[src/rtl/expgate_pkg.sv]
// Shared constants and helpers for the exposure gate controller.
package expgate_pkg;
    localparam int NUM_CH = 3;

    // Integer ceiling division used for derived timing limits.
    function automatic int ceil_div(input int num, input int den);
        return (num + den - 1) / den;
    endfunction
endpackage

[src/rtl/exp_line_timer.sv]
// Counts pixel ticks since the last line boundary.
// Assumes xfer_end and pix_tick are single-cycle pulses; the count saturates at LINE_PIX.
module exp_line_timer #(
    parameter int LINE_PIX = 2128,
    localparam int CW = $clog2(LINE_PIX + 1)
) (
    input  logic        clk,
    input  logic        rst_n,
    input  logic        xfer_end,
    input  logic        pix_tick,
    output logic [CW:0] pix_next
);
    logic [CW-1:0] cnt;

    // Tick counter, restarted at each line boundary.
    always_ff @(posedge clk) begin
        if (!rst_n || xfer_end)
            cnt <= '0;
        else if (pix_tick && cnt != CW'(LINE_PIX))
            cnt <= cnt + 1'b1;
    end

    // Count value that the next tick will produce.
    assign pix_next = {1'b0, cnt} + 1'b1;
endmodule

[src/rtl/exp_planner.sv]
// Turns one channel's enable and exposure request into a pulse decision and a fall position.
// Purely combinational; its outputs are only used in the cycle that samples xfer_end.
module exp_planner #(
    parameter int EXP_W    = 16,
    parameter int LINE_PIX = 2128,
    parameter int XFER_PIX = 4,
    parameter int MIN_EXP  = 10,
    localparam int CW = $clog2(LINE_PIX + 1)
) (
    input  logic             en,
    input  logic [EXP_W-1:0] exp_len,
    output logic             pulse,
    output logic [CW-1:0]    fall_pos
);
    localparam int FULL_LIM = LINE_PIX - XFER_PIX;

    logic [31:0] req;
    logic [31:0] eff;

    // Clamp the request: full line means no pulse, short requests are raised.
    always_comb begin
        req      = 32'(exp_len);
        pulse    = en && (req < 32'(FULL_LIM));
        eff      = (req < 32'(MIN_EXP)) ? 32'(MIN_EXP) : req;
        fall_pos = CW'(32'(LINE_PIX) - eff);
    end
endmodule

[src/rtl/exp_gate_channel.sv]
// Drives one overflow-drain gate: raise at the line boundary, drop on a pixel tick.
// Assumes fall_in/pulse_in are valid in the cycle xfer_end is high.
module exp_gate_channel #(
    parameter int LINE_PIX = 2128,
    parameter int MIN_CLKS = 200,
    localparam int CW = $clog2(LINE_PIX + 1),
    localparam int HW = $clog2(MIN_CLKS + 1)
) (
    input  logic          clk,
    input  logic          rst_n,
    input  logic          xfer_end,
    input  logic          pix_tick,
    input  logic [CW:0]   pix_next,
    input  logic          pulse_in,
    input  logic [CW-1:0] fall_in,
    output logic          gate,
    output logic          fall_now
);
    logic [CW-1:0] fall_q;
    logic [HW-1:0] hi_cnt;
    logic          hi_ok;

    // Minimum-high satisfied once this edge would complete MIN_CLKS high cycles.
    assign hi_ok    = hi_cnt >= HW'(MIN_CLKS - 1);
    // Drop condition: on a tick, at or past the planned position, min-high met.
    assign fall_now = gate && pix_tick && !xfer_end && hi_ok &&
                      (pix_next >= {1'b0, fall_q});

    // Gate level, planned fall position and saturating high-time counter.
    always_ff @(posedge clk) begin
        if (!rst_n) begin
            gate   <= 1'b0;
            fall_q <= '0;
            hi_cnt <= '0;
        end else if (xfer_end) begin
            gate   <= pulse_in;
            fall_q <= fall_in;
            hi_cnt <= '0;
        end else begin
            if (gate && hi_cnt != HW'(MIN_CLKS))
                hi_cnt <= hi_cnt + 1'b1;
            if (fall_now)
                gate <= 1'b0;
        end
    end
endmodule

[src/rtl/exp_gate_ctrl.sv]
// Three-channel overflow-gate exposure controller for a three-colour line sensor.
// Assumes xfer_end marks the inner transfer gate falling edge and pix_tick the shift clock edges.
module exp_gate_ctrl #(
    parameter int NUM_CH   = expgate_pkg::NUM_CH,
    parameter int EXP_W    = 16,
    parameter int LINE_PIX = 2128,
    parameter int XFER_PIX = 4,
    parameter int PIX_CLKS = 20,
    parameter int CLK_MHZ  = 200,
    parameter int MIN_NS   = 1000
) (
    input  logic                        clk,
    input  logic                        rst_n,
    input  logic                        xfer_end,
    input  logic                        pix_tick,
    input  logic [NUM_CH-1:0]           chan_en,
    input  logic [NUM_CH-1:0][EXP_W-1:0] exp_len,
    output logic [NUM_CH-1:0]           gate,
    output logic                        exp_active
);
    localparam int MIN_CLKS = expgate_pkg::ceil_div(CLK_MHZ * MIN_NS, 1000);
    localparam int MIN_EXP  = expgate_pkg::ceil_div(MIN_CLKS, PIX_CLKS);
    localparam int CW       = $clog2(LINE_PIX + 1);

    logic [CW:0]       pix_next;
    logic [NUM_CH-1:0] fall_now;

    exp_line_timer #(.LINE_PIX(LINE_PIX)) u_timer (
        .clk(clk), .rst_n(rst_n), .xfer_end(xfer_end),
        .pix_tick(pix_tick), .pix_next(pix_next)
    );

    for (genvar c = 0; c < NUM_CH; c++) begin : g_ch
        logic          pulse;
        logic [CW-1:0] fall_pos;

        exp_planner #(
            .EXP_W(EXP_W), .LINE_PIX(LINE_PIX),
            .XFER_PIX(XFER_PIX), .MIN_EXP(MIN_EXP)
        ) u_plan (
            .en(chan_en[c]), .exp_len(exp_len[c]),
            .pulse(pulse), .fall_pos(fall_pos)
        );

        exp_gate_channel #(.LINE_PIX(LINE_PIX), .MIN_CLKS(MIN_CLKS)) u_gate (
            .clk(clk), .rst_n(rst_n), .xfer_end(xfer_end), .pix_tick(pix_tick),
            .pix_next(pix_next), .pulse_in(pulse), .fall_in(fall_pos),
            .gate(gate[c]), .fall_now(fall_now[c])
        );
    end

    // Integration-started flag: set by any gate drop, cleared at the line boundary.
    always_ff @(posedge clk) begin
        if (!rst_n || xfer_end)
            exp_active <= 1'b0;
        else if (|fall_now)
            exp_active <= 1'b1;
    end
endmodule

[config.mk]
export PLATFORM = sky130hd
export DESIGN_NAME = exp_gate_ctrl
export DESIGN_NICKNAME = d
export VERILOG_FILES = /design/src/rtl/expgate_pkg.sv /design/src/rtl/exp_line_timer.sv /design/src/rtl/exp_planner.sv /design/src/rtl/exp_gate_channel.sv /design/src/rtl/exp_gate_ctrl.sv
export SDC_FILE = /design/constraint.sdc
export NUM_CORES = 1
export LEC_CHECK = 0
export BUFFER_PORTS_ARGS = -buffer_cell sky130_fd_sc_hd__buf_2
export CAP_MARGIN = 40
export CELL_PAD_IN_SITES_DETAIL_PLACEMENT = 1
export CELL_PAD_IN_SITES_GLOBAL_PLACEMENT = 1
export CORE_ASPECT_RATIO = 0.9
export CORE_MARGIN = 3
export CORE_UTILIZATION = 47
export DETAILED_ROUTE_END_ITERATION = 8
export PLACE_DENSITY = 0.85
export SYNTH_ARGS = -nofsm -noshare
export SYNTH_HDL_FRONTEND = slang
export SYNTH_SLANG_ARGS = --single-unit
[constraint.sdc]
create_clock -name clk -period 5.12 [get_ports clk]
set_clock_uncertainty 0.1 [all_clocks]
set_input_delay 0 -clock clk [delete_from_list [all_inputs] [get_ports clk]]
set_output_delay 0 -clock clk [all_outputs]
set_load 0.02 [all_outputs]
## Yosys cells after proc, flatten, opt, wreduce, memory -nomap -nowiden

Index checks and enable logic that the tools add are counted.

- Flip-flop bits (word level): 76
- Input bits: 55
- Output and inout port bits: 4
- Logic and storage cells: 72

- $add $sub $neg: 8
- Magnitude comparators: 12
- Equality and inequality tests: 4
- Muxes and demuxes: 9
- Bitwise operators: 1
- Reduce and logical (&&, ||, !) cells: 27

Operators by type and width:

| cell | number |
|---|---|
| $lt 16x12->1 const B | 3 |
| $lt 16x4->1 const B | 3 |
| $ge 13x12->1 | 3 |
| $mux 12 | 3 |
| $sub 12x12->12 const A | 3 |
| $add 8x1->8 const B | 3 |
| $ge 8x8->1 const B | 3 |
| $ne 8x8->1 const B | 3 |
| $logic_and 1x1->1 | 19 |
| $add 12x1->13 const B | 1 |
| $add 12x1->12 const B | 1 |
| $ne 12x12->1 const B | 1 |
| $mux 1 | 6 |
| $reduce_bool 2->1 | 3 |
| $reduce_or 3->1 | 1 |
| $logic_not 1->1 | 2 |
| $reduce_or 2->1 | 1 |
| $logic_or 1x1->1 | 1 |
| $not 1->1 | 1 |

## Depth between registers and ports, before layout

Gate-level depths: netlist of the first run.

- Depth after elaboration: 6
- Depth in mapped cells: 12
- Depth with buffers taken out: 12

## Cells and area by module

From an unflattened synthesis of the first run, not the netlist that was laid out.

- Cell total of the unflattened synthesis: 646
- Area total of the unflattened synthesis: 5590.4 um^2

Modules (own cells, without submodules):

| module | instances | cells each | area each (um^2) | sequential area each (um^2) |
|---|---|---|---|---|
| exp_gate_channel | 3 | 135 | 1247.4 | 420.4 |
| exp_planner | 3 | 46 | 336.6 | 0.0 |
| exp_line_timer | 1 | 100 | 804.5 | 240.2 |
| exp_gate_ctrl | 1 | 3 | 33.8 | 20.0 |

## Worst setup path before layout of the first run

OpenSTA, ideal clock, no wires.

- Path type: flip-flop to flip-flop
- Start point: register u_timer.cnt[0]
- End point: register exp_active
- Library setup time: 125 ps
- Data arrival time: 3023 ps
- Data required time: 4895 ps
- Path slack: 1871 ps
- Cell stages (with the launch flop): 13
- Buffers on the path: 0
- Period minus slack after synthesis: 3249 ps
- Cell sequence: dfxtp_1 -> ha_1 -> nand3_1 -> nor2_1 -> and3_1 -> and3_1 -> xor2_1 -> ha_1 -> a21o_1 -> a211oi_1 -> o311ai_0 -> and3_1 -> o41a_1

- Longest elaborated chain between the ends: 4
- Elaborated cells on any way between the ends: 8
- Classes of those cells: add/sub: 1; order compare: 3; reduce/logical: 4

Ends and longest elaborated chain:

| item | RTL line | source |
|---|---|---|
| from (decl) | exp_line_timer.sv:13 | `logic [CW-1:0] cnt;` |
| from (signal assigned) | exp_line_timer.sv:20 | `cnt <= cnt + 1'b1;` |
| $add 12x1->13 * | exp_line_timer.sv:24 | `assign pix_next = {1'b0, cnt} + 1'b1;` |
| via g_ch[0].u_gate.pix_next[10] | exp_gate_channel.sv:13 | `input logic [CW:0] pix_next,` |
| $ge 13x12->1 | exp_gate_channel.sv:27 | `(pix_next >= {1'b0, fall_q});` |
| $logic_and 1x1->1 | exp_gate_channel.sv:26 | `assign fall_now = gate && pix_tick && !xfer_end && hi_ok &&` |
| $reduce_or 3->1 * | exp_gate_ctrl.sv:56 | `else if (\|fall_now)` |
| to (signal assigned) | exp_gate_ctrl.sv:55 | `exp_active <= 1'b0;` |
| to (signal assigned) | exp_gate_ctrl.sv:57 | `exp_active <= 1'b1;` |
| to (decl) | exp_gate_ctrl.sv:19 | `output logic exp_active` |

The timed path passes the listed nets; every way through them passes the cells marked *.
A chain may end at the register's enable or synchronous reset.

## Final worst setup path of the first run

Same ends and word-level chain as after synthesis.

==> metrics.md, run 1 <==
| Metric | Value |
|---|---|
| # fillers | `1197` |
| Min Tclk post-route | `3.88 ns` |
| Drt total wl | `14.6 mm` |
| First-pass GRT wire length | `24.4 mm` |
| Synth Area per Inst | `8.24 sq um` |
| Die Y | `103 um` |
| Synth area leaders | `dfxtp_1 (31%), ha_1 (12%), xor2_1 (5.9%), xnor2_1 (5.6%), o21ai_0 (4.2%)` |
| Worst Hold Class | `in -> reg` |
| Cell mode on critical path | `and3_1` |
| Routed via count | `4611` |
| Worst-Skew Late Latency | `0.34 ns` |
| Reg2Reg Launch Point | `u_timer.cnt[0]` |
| Sequential share of the synthesized area | `0.313` |
| Wire per inst | `18.2 um` |
| Max Buffers Root-to-Sink | `2` |
| ANT cells | `0` |
| Die Area | `11600 sq um` |
| Vias in the first global route | `5106` |
| Final GP Congestion | `0.873` |
| Post-DP HPWL | `10.0 mm` |
| Clk slew on worst S/H paths | `0.06 ns` |
| Synth Cell Area | `4870 sq um` |
| Grt ovf | `0` |
| Num CTS Buffers | `9` |
| Post-route DRC | `0` |
| Crit-path slowest cell | `dfxtp_1` |
| Power Density | `266 nW/um^2` |
| CP Class | `reg -> reg` |
| CP Buf/Inv Count | `0` |
| TritonCTS clock tree | `yes` |
| Main flop type after synthesis | `dfxtp_1` |
| Async set-or-reset flop fraction in the synthesized netlist | `0` |
| Synthesis-stage register bit count | `76` |
| Initial core utilization | `0.493` |
| Hold Path End | `g_ch[2].u_gate.fall_q[5]` |
| Row count | `34` |
| Synth area leader | `dfxtp_1` |
| Critical Path, Cell by Cell | `ha_1, nand3_1, nor2_1, and3_1, and3_1, xor2_1, ha_1, a21o_1, a211oi_1, o311ai_0, and3_1, o41a_1` |
| Crit share post-route | `0.757` |
| Crit path DAT | `4.01 ns` |
| Die Width | `113 um` |
| Slew Viols, Final | `0` |
| Initial antenna violation count | `0` |
| Iteration-0 DRC Markers | `195` |
| Clock root buffer | `clkbuf_16` |
| First drt pass iteration count | `4` |
| Overall Global Routing Usage | `0.264` |
| Worst stage delay on the critical path | `0.51 ns` |
| Inst Count DP | `755` |
| Vias per cell | `5.74` |
| Critical path's top delay family | `simple AND/OR/NAND/NOR gates` |
| Synth top area share | `0.313` |
| Core region area | `9870 sq um` |
| Worst-Margin Slew | `0.791 ns` |
| Crit-path max FO | `7` |
| Hold Path Depth | `4` |
| Final setup vio count | `0` |
| Syn. warnings | `0` |
| VDD IR-drop max | `0.261 mV` |
| Netlist cell types | `49` |
| CP Launch Type | `register` |
| Final ANT Viol Nets | `0` |
| Largest net degree at the start of global routing | `46` |
| Setup_tns | `0 ns` |
| FF-to-FF End | `exp_active` |
| IO buf count | `58` |
| Post-synth net total | `693` |
| I/O pins | `59` |
| LEAKAGE | `2.49 nW` |
| Achievable Freq | `258 MHz` |
| Share of cells above drive strength 1 | `0.119` |
| H-tree depth | `3` |
| Clock Sinks | `76` |
| Setup crit end kind | `register` |
| Reg2Reg Setup Slack | `1.24 ns` |
| Status | `completed` |
| Syn-to-layout area delta | `21.2%` |
| Layout net count | `775` |
| Post-synth EDFFs | `0` |
| WP data required | `5.25 ns` |
| Relative slew slack | `0.468` |
| Unrepaired setup endpoints after global routing | `false` |
| Non-filler cells, final | `804` |
| Hold_sp | `exp_len[37]` |
| # Max-Cap Violations | `0` |
| Synth Instances | `591` |
| Final Hold Vio Count | `0` |
| Reg2Reg Depth | `12` |
| Final core occ | `0.598` |
## stage by stage
stage               worst slack [ns]  cell area (sq um)  hold WS, ns  power (mW)
floorplan                       1.87               4870       0.0433       0.748
global placement                1.62               5230        0.201       0.811
detailed placement              1.34               5230        0.232       0.823
CTS                             1.29               5900      0.00947        1.58
global route                    1.07               5900       0.0215        1.63
finish                          1.24               5900       0.0210        1.57
## worst min-delay path, delay by kind of cell
kind	cells	cell delay, ns
AND/OR/NAND/NOR	1	0.06
AO/OA/AOI/OAI	1	0.12
XOR/XNOR	1	0.09
buffers and inverters	1	0.15
## worst max-delay path by stage
stage | from | to | slack, ns | cells past startpoint
3_5_place_dp | u_timer.cnt[0] | exp_active | 1.34 | 12
4_1_cts | u_timer.cnt[0] | exp_active | 1.29 | 12
6_report | u_timer.cnt[0] | exp_active | 1.24 | 12
5_1_grt | u_timer.cnt[0] | exp_active | 1.07 | 12
2_1_floorplan | u_timer.cnt[0] | exp_active | 1.87 | 12
3_3_place_gp | u_timer.cnt[0] | exp_active | 1.62 | 12
## kinds of logic after synthesis
logic type                 count (synthesis)  share of synthesized area
and+or+nand+nor                          202                      0.212
AOI/OAI and AO/OA                        122                      0.162
DFF                                       76                      0.313
buffers and inverters                     71                     0.0586
xor gates and xnor gates                  64                      0.115
adders and majority gates                 47                      0.121
muxes                                      9                     0.0185
## what timing repair did
action                                  CTS  global route
gates resized for setup                   0             0
buffers inserted                          0             0
endpoints found under the hold margin    32             0
hold buffers                             33             0
endpoints found under the setup margin    0             0
## flip-flops by register name, indices dropped and copies added (netlist names)
| register | cells |
|---|---|
| g_ch.u_gate.hi_cnt | 24 |
| g_ch.u_gate.gate | 3 |
| exp_active | 1 |
| u_timer.cnt | 12 |
| g_ch.u_gate.fall_q | 36 |
## synthesized netlist by cell type (all sizes together), types with 3 or more instances
| cell | n |
|---|---|
| dfxtp | 76 |
| inv | 49 |
| nor2 | 49 |
| ha | 47 |
| nand2 | 42 |
| o21ai | 41 |
| xor2 | 33 |
| xnor2 | 31 |
| a21oi | 27 |
| nand4 | 25 |
| nand3 | 17 |
| clkbuf | 15 |
| and3 | 12 |
| nand2b | 12 |
| nor4 | 11 |
| o22ai | 11 |
| a211oi | 10 |
| nor2b | 10 |
| mux2i | 9 |
| buf | 7 |
| a2111oi | 5 |
| a21o | 5 |
| a21boi | 4 |
| and2 | 4 |
| nor3 | 4 |
| o211a | 4 |
| o41a | 4 |
| or3 | 4 |
| or4 | 3 |
## layout by cell type (no fill, tap or decap), types with 4 or more instances in the layout
cell type       n
inv_1          49
dfxtp_1        76
a2111oi_0       5
buf_2          58
nand4_1        25
nor2b_1        10
a21oi_1        27
xnor2_1        31
mux2i_1         9
xor2_1         33
a211oi_1       10
nand3_1        17
and2_1          4
o21ai_0        41
a21boi_0        4
dlygate4sd3_1  33
nor3_1          4
a21o_1          5
nand2b_1       12
o211a_1         4
nand2_1        42
clkbuf_16       9
nor2_1         49
o22ai_1        11
nor4_1         11
or3_1           4
and3_1         12
ha_1           47
## cell type report
cell class / instances / area [sq um] / share of cell area
clock inverters: 6 / 113 / 0.0191
multi-input cells: 444 / 3060 / 0.519
well taps: 126 / 158 / 0.0267
clock buffers: 10 / 229 / 0.0388
inverters: 49 / 184 / 0.0312
flip-flops and latches: 76 / 1520 / 0.258
repair buffers: 93 / 636 / 0.108
## per-layer routing
metal | up-vias | wire length [um] | track usage | share of wire
met5 | - | 0 | 0 | 0
met4 | 0 | 337 | 0.0896 | 0.023
met3 | 27 | 527 | 0.0610 | 0.036
met2 | 105 | 7300 | 0.480 | 0.50
met1 | 2232 | 6470 | 0.309 | 0.44
li1 | 2247 | - | - | -
## power by group
group	internal [mW]	switching [mW]	total [mW]
combinational	0.0946	0.118	0.213
sequential	0.613	0.0109	0.624
clock	0.477	0.256	0.733
Power figures use the tool's default switching activity.
==> inputs of run 2 (changes only) <==
--- a/config.mk
+++ b/config.mk
@@ -5,15 +5,16 @@
 export SDC_FILE = /design/constraint.sdc
 export NUM_CORES = 1
 export LEC_CHECK = 0
+export ABC_AREA = 1
 export BUFFER_PORTS_ARGS = -buffer_cell sky130_fd_sc_hd__buf_2
 export CAP_MARGIN = 40
 export CELL_PAD_IN_SITES_DETAIL_PLACEMENT = 1
 export CELL_PAD_IN_SITES_GLOBAL_PLACEMENT = 1
 export CORE_ASPECT_RATIO = 0.9
 export CORE_MARGIN = 3
-export CORE_UTILIZATION = 47
+export CORE_UTILIZATION = 42
 export DETAILED_ROUTE_END_ITERATION = 8
-export PLACE_DENSITY = 0.85
+export PLACE_DENSITY = 0.81
 export SYNTH_ARGS = -nofsm -noshare
 export SYNTH_HDL_FRONTEND = slang
 export SYNTH_SLANG_ARGS = --single-unit
==> constraint.sdc (replaced) <==
create_clock -name clk -period 3.8 [get_ports clk]
set_clock_uncertainty 0.1 [all_clocks]
set_input_delay 0 -clock clk [delete_from_list [all_inputs] [get_ports clk]]
set_output_delay 0 -clock clk [all_outputs]
set_load 0.02 [all_outputs]
==> run 2 against run 1 <==
Wire length grew 20%. Die area grew 18%. Sequential share of layout area shrank 2.4 points. Worst setup slack lost 0.88 ns. First-iteration DRC count grew 24%. Combinational power grew 85%. Cell area grew 10%. Global-route usage grew 0.30 points. Flip-flop and latch count is the same. Via count grew 24%.
==> metrics.md, run 2 <==
| Metric | Value |
|---|---|
| Num CTS Buffers | `9` |
| Post-synth EDFFs | `0` |
| CP Class | `in -> reg` |
| Routed via count | `5718` |
| Max Buffers Root-to-Sink | `2` |
| H-tree depth | `3` |
| Post-route setup slack | `0.369 ns` |
| Slew Viols, Final | `0` |
| First drt pass iteration count | `4` |
| Initial core utilization | `0.441` |
| # Max-Cap Violations | `0` |
| Post-route DRC | `0` |
| Syn. warnings | `0` |
| Synth top area share | `0.293` |
| Overall Global Routing Usage | `0.267` |
| Worst-Margin Slew | `0.681 ns` |
| Synth Area per Inst | `6.51 sq um` |
| Setup_tns | `0 ns` |
| Biggest regs | `g_ch.u_gate.fall_q (36), g_ch.u_gate.hi_cnt (24), u_timer.cnt (12)` |
| XOR/XNOR Fraction of Synth Area | `0.0219` |
| WP data required | `3.99 ns` |
| Clock root buffer | `clkbuf_16` |
| Layout net count | `1009` |
| Synth area leaders | `dfxtp_1 (29%), nand2_1 (13%), ha_1 (11%), inv_1 (9.3%), nor2_1 (7.1%)` |
| Relative slew slack | `0.546` |
| Synth area leader | `dfxtp_1` |
| Worst Hold Class | `in -> reg` |
| Worst-Skew Late Latency | `0.35 ns` |
| Die Width | `123 um` |
| Main flop type after synthesis | `dfxtp_1` |
| Initial antenna violation count | `0` |
| Core region area | `11800 sq um` |
| Post-DP HPWL | `12.2 mm` |
| Post-synth net total | `899` |
| Area share of and/or/nand/nor cells after synthesis | `0.326` |
| Most frequent cells in the layout | `nand2_1 (174), inv_1 (129), nor2_1 (97)` |
| Final setup vio count | `0` |
| Iteration-0 DRC Markers | `242` |
| VDD IR-drop max | `0.237 mV` |
| Mux cell area share after synthesis | `0` |
| First-pass GRT wire length | `29.2 mm` |
| Synthesis-stage register bit count | `76` |
| Grt ovf | `0` |
| Unrepaired setup endpoints after global routing | `false` |
| Die Area | `13700 sq um` |
| Area fraction in compound gates after synthesis | `0.132` |
| Final GP Congestion | `0.857` |
| Share of cells above drive strength 1 | `0.106` |
| # fillers | `1585` |
| Clock Sinks | `76` |
| Crit path DAT | `3.62 ns` |
| Area share of fa/ha/maj cells after synthesis | `0.113` |
| Syn-to-layout area delta | `25.4%` |
| Die Y | `111 um` |
| Vias in the first global route | `6191` |
| Synth Cell Area | `5190 sq um` |
| Drt total wl | `17.5 mm` |
| Power Density | `343 nW/um^2` |
| Min Tclk post-route | `3.43 ns` |
| Worst hold margin | `0.0243 ns` |
| Setup crit end kind | `register` |
| Wire per inst | `16.4 um` |
| Row count | `37` |
| Netlist cell types | `38` |
| Final ANT Viol Nets | `0` |
| Max FFs per register | `36` |
| Crit share post-route | `0.903` |
| Most common cell after layout, fill and taps aside | `nand2_1` |
| Most instantiated cells after synthesis | `nand2_1 (174), inv_1 (129), nor2_1 (98)` |
| Main combinational cell family by area after synthesis | `simple AND/OR/NAND/NOR gates` |
| Area of the multi-input gates | `3080 sq um` |
| Crit-path max FO | `4` |
| Post-CTS Setup Bufs | `0` |
| Flip-flop and latch area | `1520 sq um` |
| Worst slack at placement | `0.979 ns` |
| Clk slew on worst S/H paths | `0.07 ns` |
| Async set-or-reset flop fraction in the synthesized netlist | `0` |
| Final Hold Vio Count | `0` |
| Vias per cell | `5.35` |
| ANT cells | `0` |
| Synth Instances | `797` |
| LEAKAGE | `3.03 nW` |
| TritonCTS clock tree | `yes` |
| CP Launch Type | `input pin` |
| I/O pins | `59` |
| Most flop-heavy register | `g_ch.u_gate.fall_q` |
| IO buf count | `58` |
| Sequential share of the synthesized area | `0.293` |
| Top-count cell post-synth | `nand2_1` |
| Status | `completed` |
| Achievable Freq | `291 MHz` |
| Largest net degree at the start of global routing | `32` |
-- run 2: where the power goes --
group	switching [mW]	total [mW]	leakage, nW	internal (mW)
sequential	0.0158	0.844	0.621	0.828
combinational	0.237	0.393	2.25	0.156
clock	0.355	0.998	0.167	0.643
total	0.608	2.24	3.03	1.63
-- run 2: worst max-delay path, stage by stage --
cell and delay [ns]:
dlygate4sd3_1 0.53, buf_2 0.13, nor2_1 0.10, inv_1 0.06, nor2_1 0.08, inv_1 0.07, nor2_1 0.30, nand3_1 0.24
nand2_1 0.16, ha_1 0.24, nand3_1 0.17, a21oi_1 0.18, nand2_1 0.09, dlygate4sd3_1 0.58, a31oi_1 0.12, dlygate4sd3_1 0.57
-- run 2: per-layer routing --
layer  global-route usage  share of wire  wire length, um
met1                0.296           0.41             7160
met2                0.485           0.52             9040
met3               0.0584          0.039              676
met4                0.111          0.038              664
met5                    0              0                0
-- run 2: area by class of cell --
cell class	instances	share of cell area
Clock inverter	6	0.0173
Clock buffer	10	0.0352
Multi-Input combinational cell	573	0.474
Timing Repair Buffer	115	0.134
Sequential cell	76	0.234
Inverter	132	0.0761
Tap cell	156	0.0300
-- run 2: final timing paths --
path,startpoint,to,slack (ns),depth (start not counted)
worst min-delay path,exp_len[21],g_ch[1].u_gate.fall_q[5],0.02,4
worst min register to register,g_ch[0].u_gate.hi_cnt[7],g_ch[0].u_gate.hi_cnt[7],0.35,2
worst max-delay path,exp_len[40],g_ch[2].u_gate.fall_q[6],0.37,16
worst max register to register,u_timer.cnt[0],g_ch[0].u_gate.gate,0.53,18
-- run 2: logic make-up after synthesis --
kind of cell / Yosys count
compound gates: 124
fa+ha+maj: 47
buf+inv: 148
flops: 76
xor+xnor: 13
simple gates: 389
-- run 2: timing repair --
item,CTS,global route
hold buffers,54,0
resized for setup,0,0
endpoints found under the hold margin,34,0
-- run 2: through the flow --
step                       util  total power, mW  std cells  instance area (sq um)
after floorplan               -             1.08        797                   5190
after global placement    0.476             1.17        997                   5600
after detailed placement  0.476             1.20        997                   5600
after CTS                 0.551             2.23       1067                   6480
after global routing      0.554             2.34       1068                   6510
final                     0.554             2.24       1068                   6510
==> inputs of run 3 (changes only) <==
--- a/config.mk
+++ b/config.mk
@@ -12,9 +12,10 @@
 export CELL_PAD_IN_SITES_GLOBAL_PLACEMENT = 1
 export CORE_ASPECT_RATIO = 0.9
 export CORE_MARGIN = 3
-export CORE_UTILIZATION = 42
+export CORE_UTILIZATION = 45
 export DETAILED_ROUTE_END_ITERATION = 8
-export PLACE_DENSITY = 0.81
+export PLACE_DENSITY = 0.86
+export RECOVER_POWER = 50
 export SYNTH_ARGS = -nofsm -noshare
 export SYNTH_HDL_FRONTEND = slang
 export SYNTH_SLANG_ARGS = --single-unit
==> constraint.sdc (replaced) <==
create_clock -name clk -period 4.4 [get_ports clk]
set_clock_uncertainty 0.1 [all_clocks]
set_input_delay 0 -clock clk [delete_from_list [all_inputs] [get_ports clk]]
set_output_delay 0 -clock clk [all_outputs]
set_load 0.02 [all_outputs]
==> run 3 against run 2 <==
The run now ends with max-capacitance violations, max-slew violations left. Flip-flop and latch count did not move. Clock power decreased by 18%. Utilization up 2.4 points. Sequential share of layout area rose by 0.51 points. Combinational power decreased by 15%. Worst setup slack improved by 0.53 ns. Critical path type unchanged.
==> metrics.md, run 3 (same netlist as run 2, synthesis figures left out) <==
| Metric | Value |
|---|---|
| Status | `finished, violations left` |
| Failing checks | `max-capacitance violations, max-slew violations` |
| Post-route DRC | `0` |
| CP Class | `in -> reg` |
| Cts repair resizes | `0` |
| Setup_tns | `0 ns` |
| IO buf count | `58` |
| Vias per cell | `5.46` |
| Clk slew on worst S/H paths | `0.07 ns` |
| CP Launch Type | `input pin` |
| Most frequent cells in the layout | `nand2_1 (174), inv_1 (129), nor2_1 (98)` |
| Worst-Skew Late Latency | `0.34 ns` |
| Min Tclk post-route | `3.50 ns` |
| Iteration-0 DRC Markers | `278` |
| Largest net degree at the start of global routing | `39` |
| ANT cells | `0` |
| Max Buffers Root-to-Sink | `2` |
| Final GP Congestion | `0.849` |
| First drt pass iteration count | `5` |
| Grt ovf | `0` |
| Worst slack at placement | `1.56 ns` |
| Internal | `1.36 mW` |
| Post-DP HPWL | `12.1 mm` |
| Crit-path max FO | `26` |
| LEAKAGE | `2.96 nW` |
| Routed via count | `5761` |
| GRT met2 Usage | `0.527` |
| Achievable Freq | `286 MHz` |
| Biggest regs | `g_ch.u_gate.fall_q (36), g_ch.u_gate.hi_cnt (24), u_timer.cnt (12)` |
| Vias in the first global route | `6225` |
| Fraction of power consumed by combinational cells | `0.177` |
| Most common cell after layout, fill and taps aside | `nand2_1` |
| VDD IR-drop max | `0.171 mV` |
| First-pass GRT wire length | `29.0 mm` |
| # Max-Cap Violations | `2` |
| Max FFs per register | `36` |
| Power Density | `296 nW/um^2` |
| Crit path DAT | `3.63 ns` |
| Wire per inst | `16.4 um` |
| Die Y | `108 um` |
| Final setup vio count | `0` |
| # fillers | `1494` |
| Clock network power share | `0.437` |
| Most flop-heavy register | `g_ch.u_gate.fall_q` |
| H-tree depth | `3` |
| P_sw | `525 uW` |
| Clock root buffer | `clkbuf_16` |
| M1 GR Usage | `0.313` |
| Inst Count DP | `993` |
| Reg2Reg Launch Point | `u_timer.cnt[0]` |
| Sw frac | `0.279` |
| Share of cells above drive strength 1 | `0.0962` |
| Final Hold Vio Count | `0` |
| Num CTS Buffers | `9` |
| Initial core utilization | `0.470` |
| Overall Global Routing Usage | `0.280` |
| Final core occ | `0.577` |
| Setup crit end kind | `register` |
| Area of the multi-input gates | `3080 sq um` |
| Final ANT Viol Nets | `0` |
| Worst Hold Class | `in -> reg` |
| TritonCTS clock tree | `yes` |
| Slew Viols, Final | `71` |
| Post-route setup slack | `0.900 ns` |
| Non-filler cells, final | `1056` |
| WP data required | `4.53 ns` |
| CP startpoint | `rst_n` |
| Relative slew slack | `-0.246` |
| Clock Sinks | `76` |
| Worst hold margin | `0.0214 ns` |
| Core region area | `11000 sq um` |
| Hold_sp | `exp_len[35]` |
| Crit share post-route | `0.795` |
| Met3 Use GR | `0.0452` |
| Syn-to-layout area delta | `22.8%` |
| Busiest metal layer after global routing | `met2` |
| Seq pwr share | `0.387` |
| Initial antenna violation count | `0` |
| Die Area | `12900 sq um` |
| Drt total wl | `17.3 mm` |
| Unrepaired setup endpoints after global routing | `false` |
| Row count | `36` |
| Worst-Margin Slew | `1.87 ns` |
| Post-CTS Setup Bufs | `0` |
| Layout net count | `1001` |
| Flip-flop and latch area | `1520 sq um` |
| Die Width | `119 um` |
| I/O pins | `59` |
[run 3: cell count changes in the layout (fill, tap and decap cells not counted), sizes merged]
| cell | before | now |
|---|---|---|
| clkbuf | 10 | 18 |
| clkinvlp | 0 | 2 |
| buf | 61 | 53 |
| dlygate4sd3 | 54 | 47 |
| clkinv | 4 | 1 |
| bufinv | 3 | 2 |
| inv | 131 | 132 |
[run 3: path summary, 6_finish.rpt]
kind                                             endpoint  slack (ns)  depth (start not counted)
worst max-delay path                  g_ch[0].u_gate.gate        0.90                          8
worst min-delay path             g_ch[2].u_gate.fall_q[4]        0.02                          4
worst max register to register        g_ch[1].u_gate.gate        1.04                         16
worst min register to register  g_ch[0].u_gate.fall_q[11]        0.36                          2
[run 3: area by class of cell]
type                    instances  area share
repair buffers                107       0.120
well taps                     152      0.0298
clock buffers                  11      0.0381
clock inverters                 5      0.0132
multi-input cells             573       0.483
flip-flops and latches         76       0.239
inverters                     132      0.0778
[run 3: through the flow]
| step | area (sq um) | power (mW) |
|---|---|---|
| 3_5_place_dp | 5600 | 1.03 |
| 3_3_place_gp | 5600 | 1.01 |
| 4_1_cts | 6390 | 1.89 |
| 5_1_grt | 6370 | 1.97 |
| 6_report | 6370 | 1.88 |
| 2_1_floorplan | 5190 | 0.930 |
[run 3: repair_timing]
action | in CTS | in global routing
setup endpoints to repair | 0 | 0
hold buffers | 47 | 0
endpoints found under the hold margin | 33 | 0
[run 3: power groups by stage]
| stage | combinational (mW) | clock [mW] | sequential, mW |
|---|---|---|---|
| 2_1_floorplan | 0.192 | 0 | 0.739 |
| 3_3_place_gp | 0.270 | 0 | 0.742 |
| 6_report | 0.333 | 0.822 | 0.728 |
| 5_1_grt | 0.375 | 0.868 | 0.731 |
| 3_5_place_dp | 0.291 | 0 | 0.743 |
| 4_1_cts | 0.327 | 0.836 | 0.728 |
[run 3: critical path, stage by stage]
cell	delay, ns
dlygate4sd3_1	0.55
clkbuf_1	0.27
nand2_1	0.42
clkinv_1	0.78
nand4_1	0.37
dlygate4sd3_1	0.60
nand2_1	0.06
dlygate4sd3_1	0.56
[run 3: layer usage]
layer / routed length [um] / part of all wire / up-vias
met1: 7240 / 0.42 / 2769
met4: 481 / 0.028 / 0
met5: 0 / 0 / -
met3: 726 / 0.042 / 51
met2: 8880 / 0.51 / 147
li1: - / - / 2794
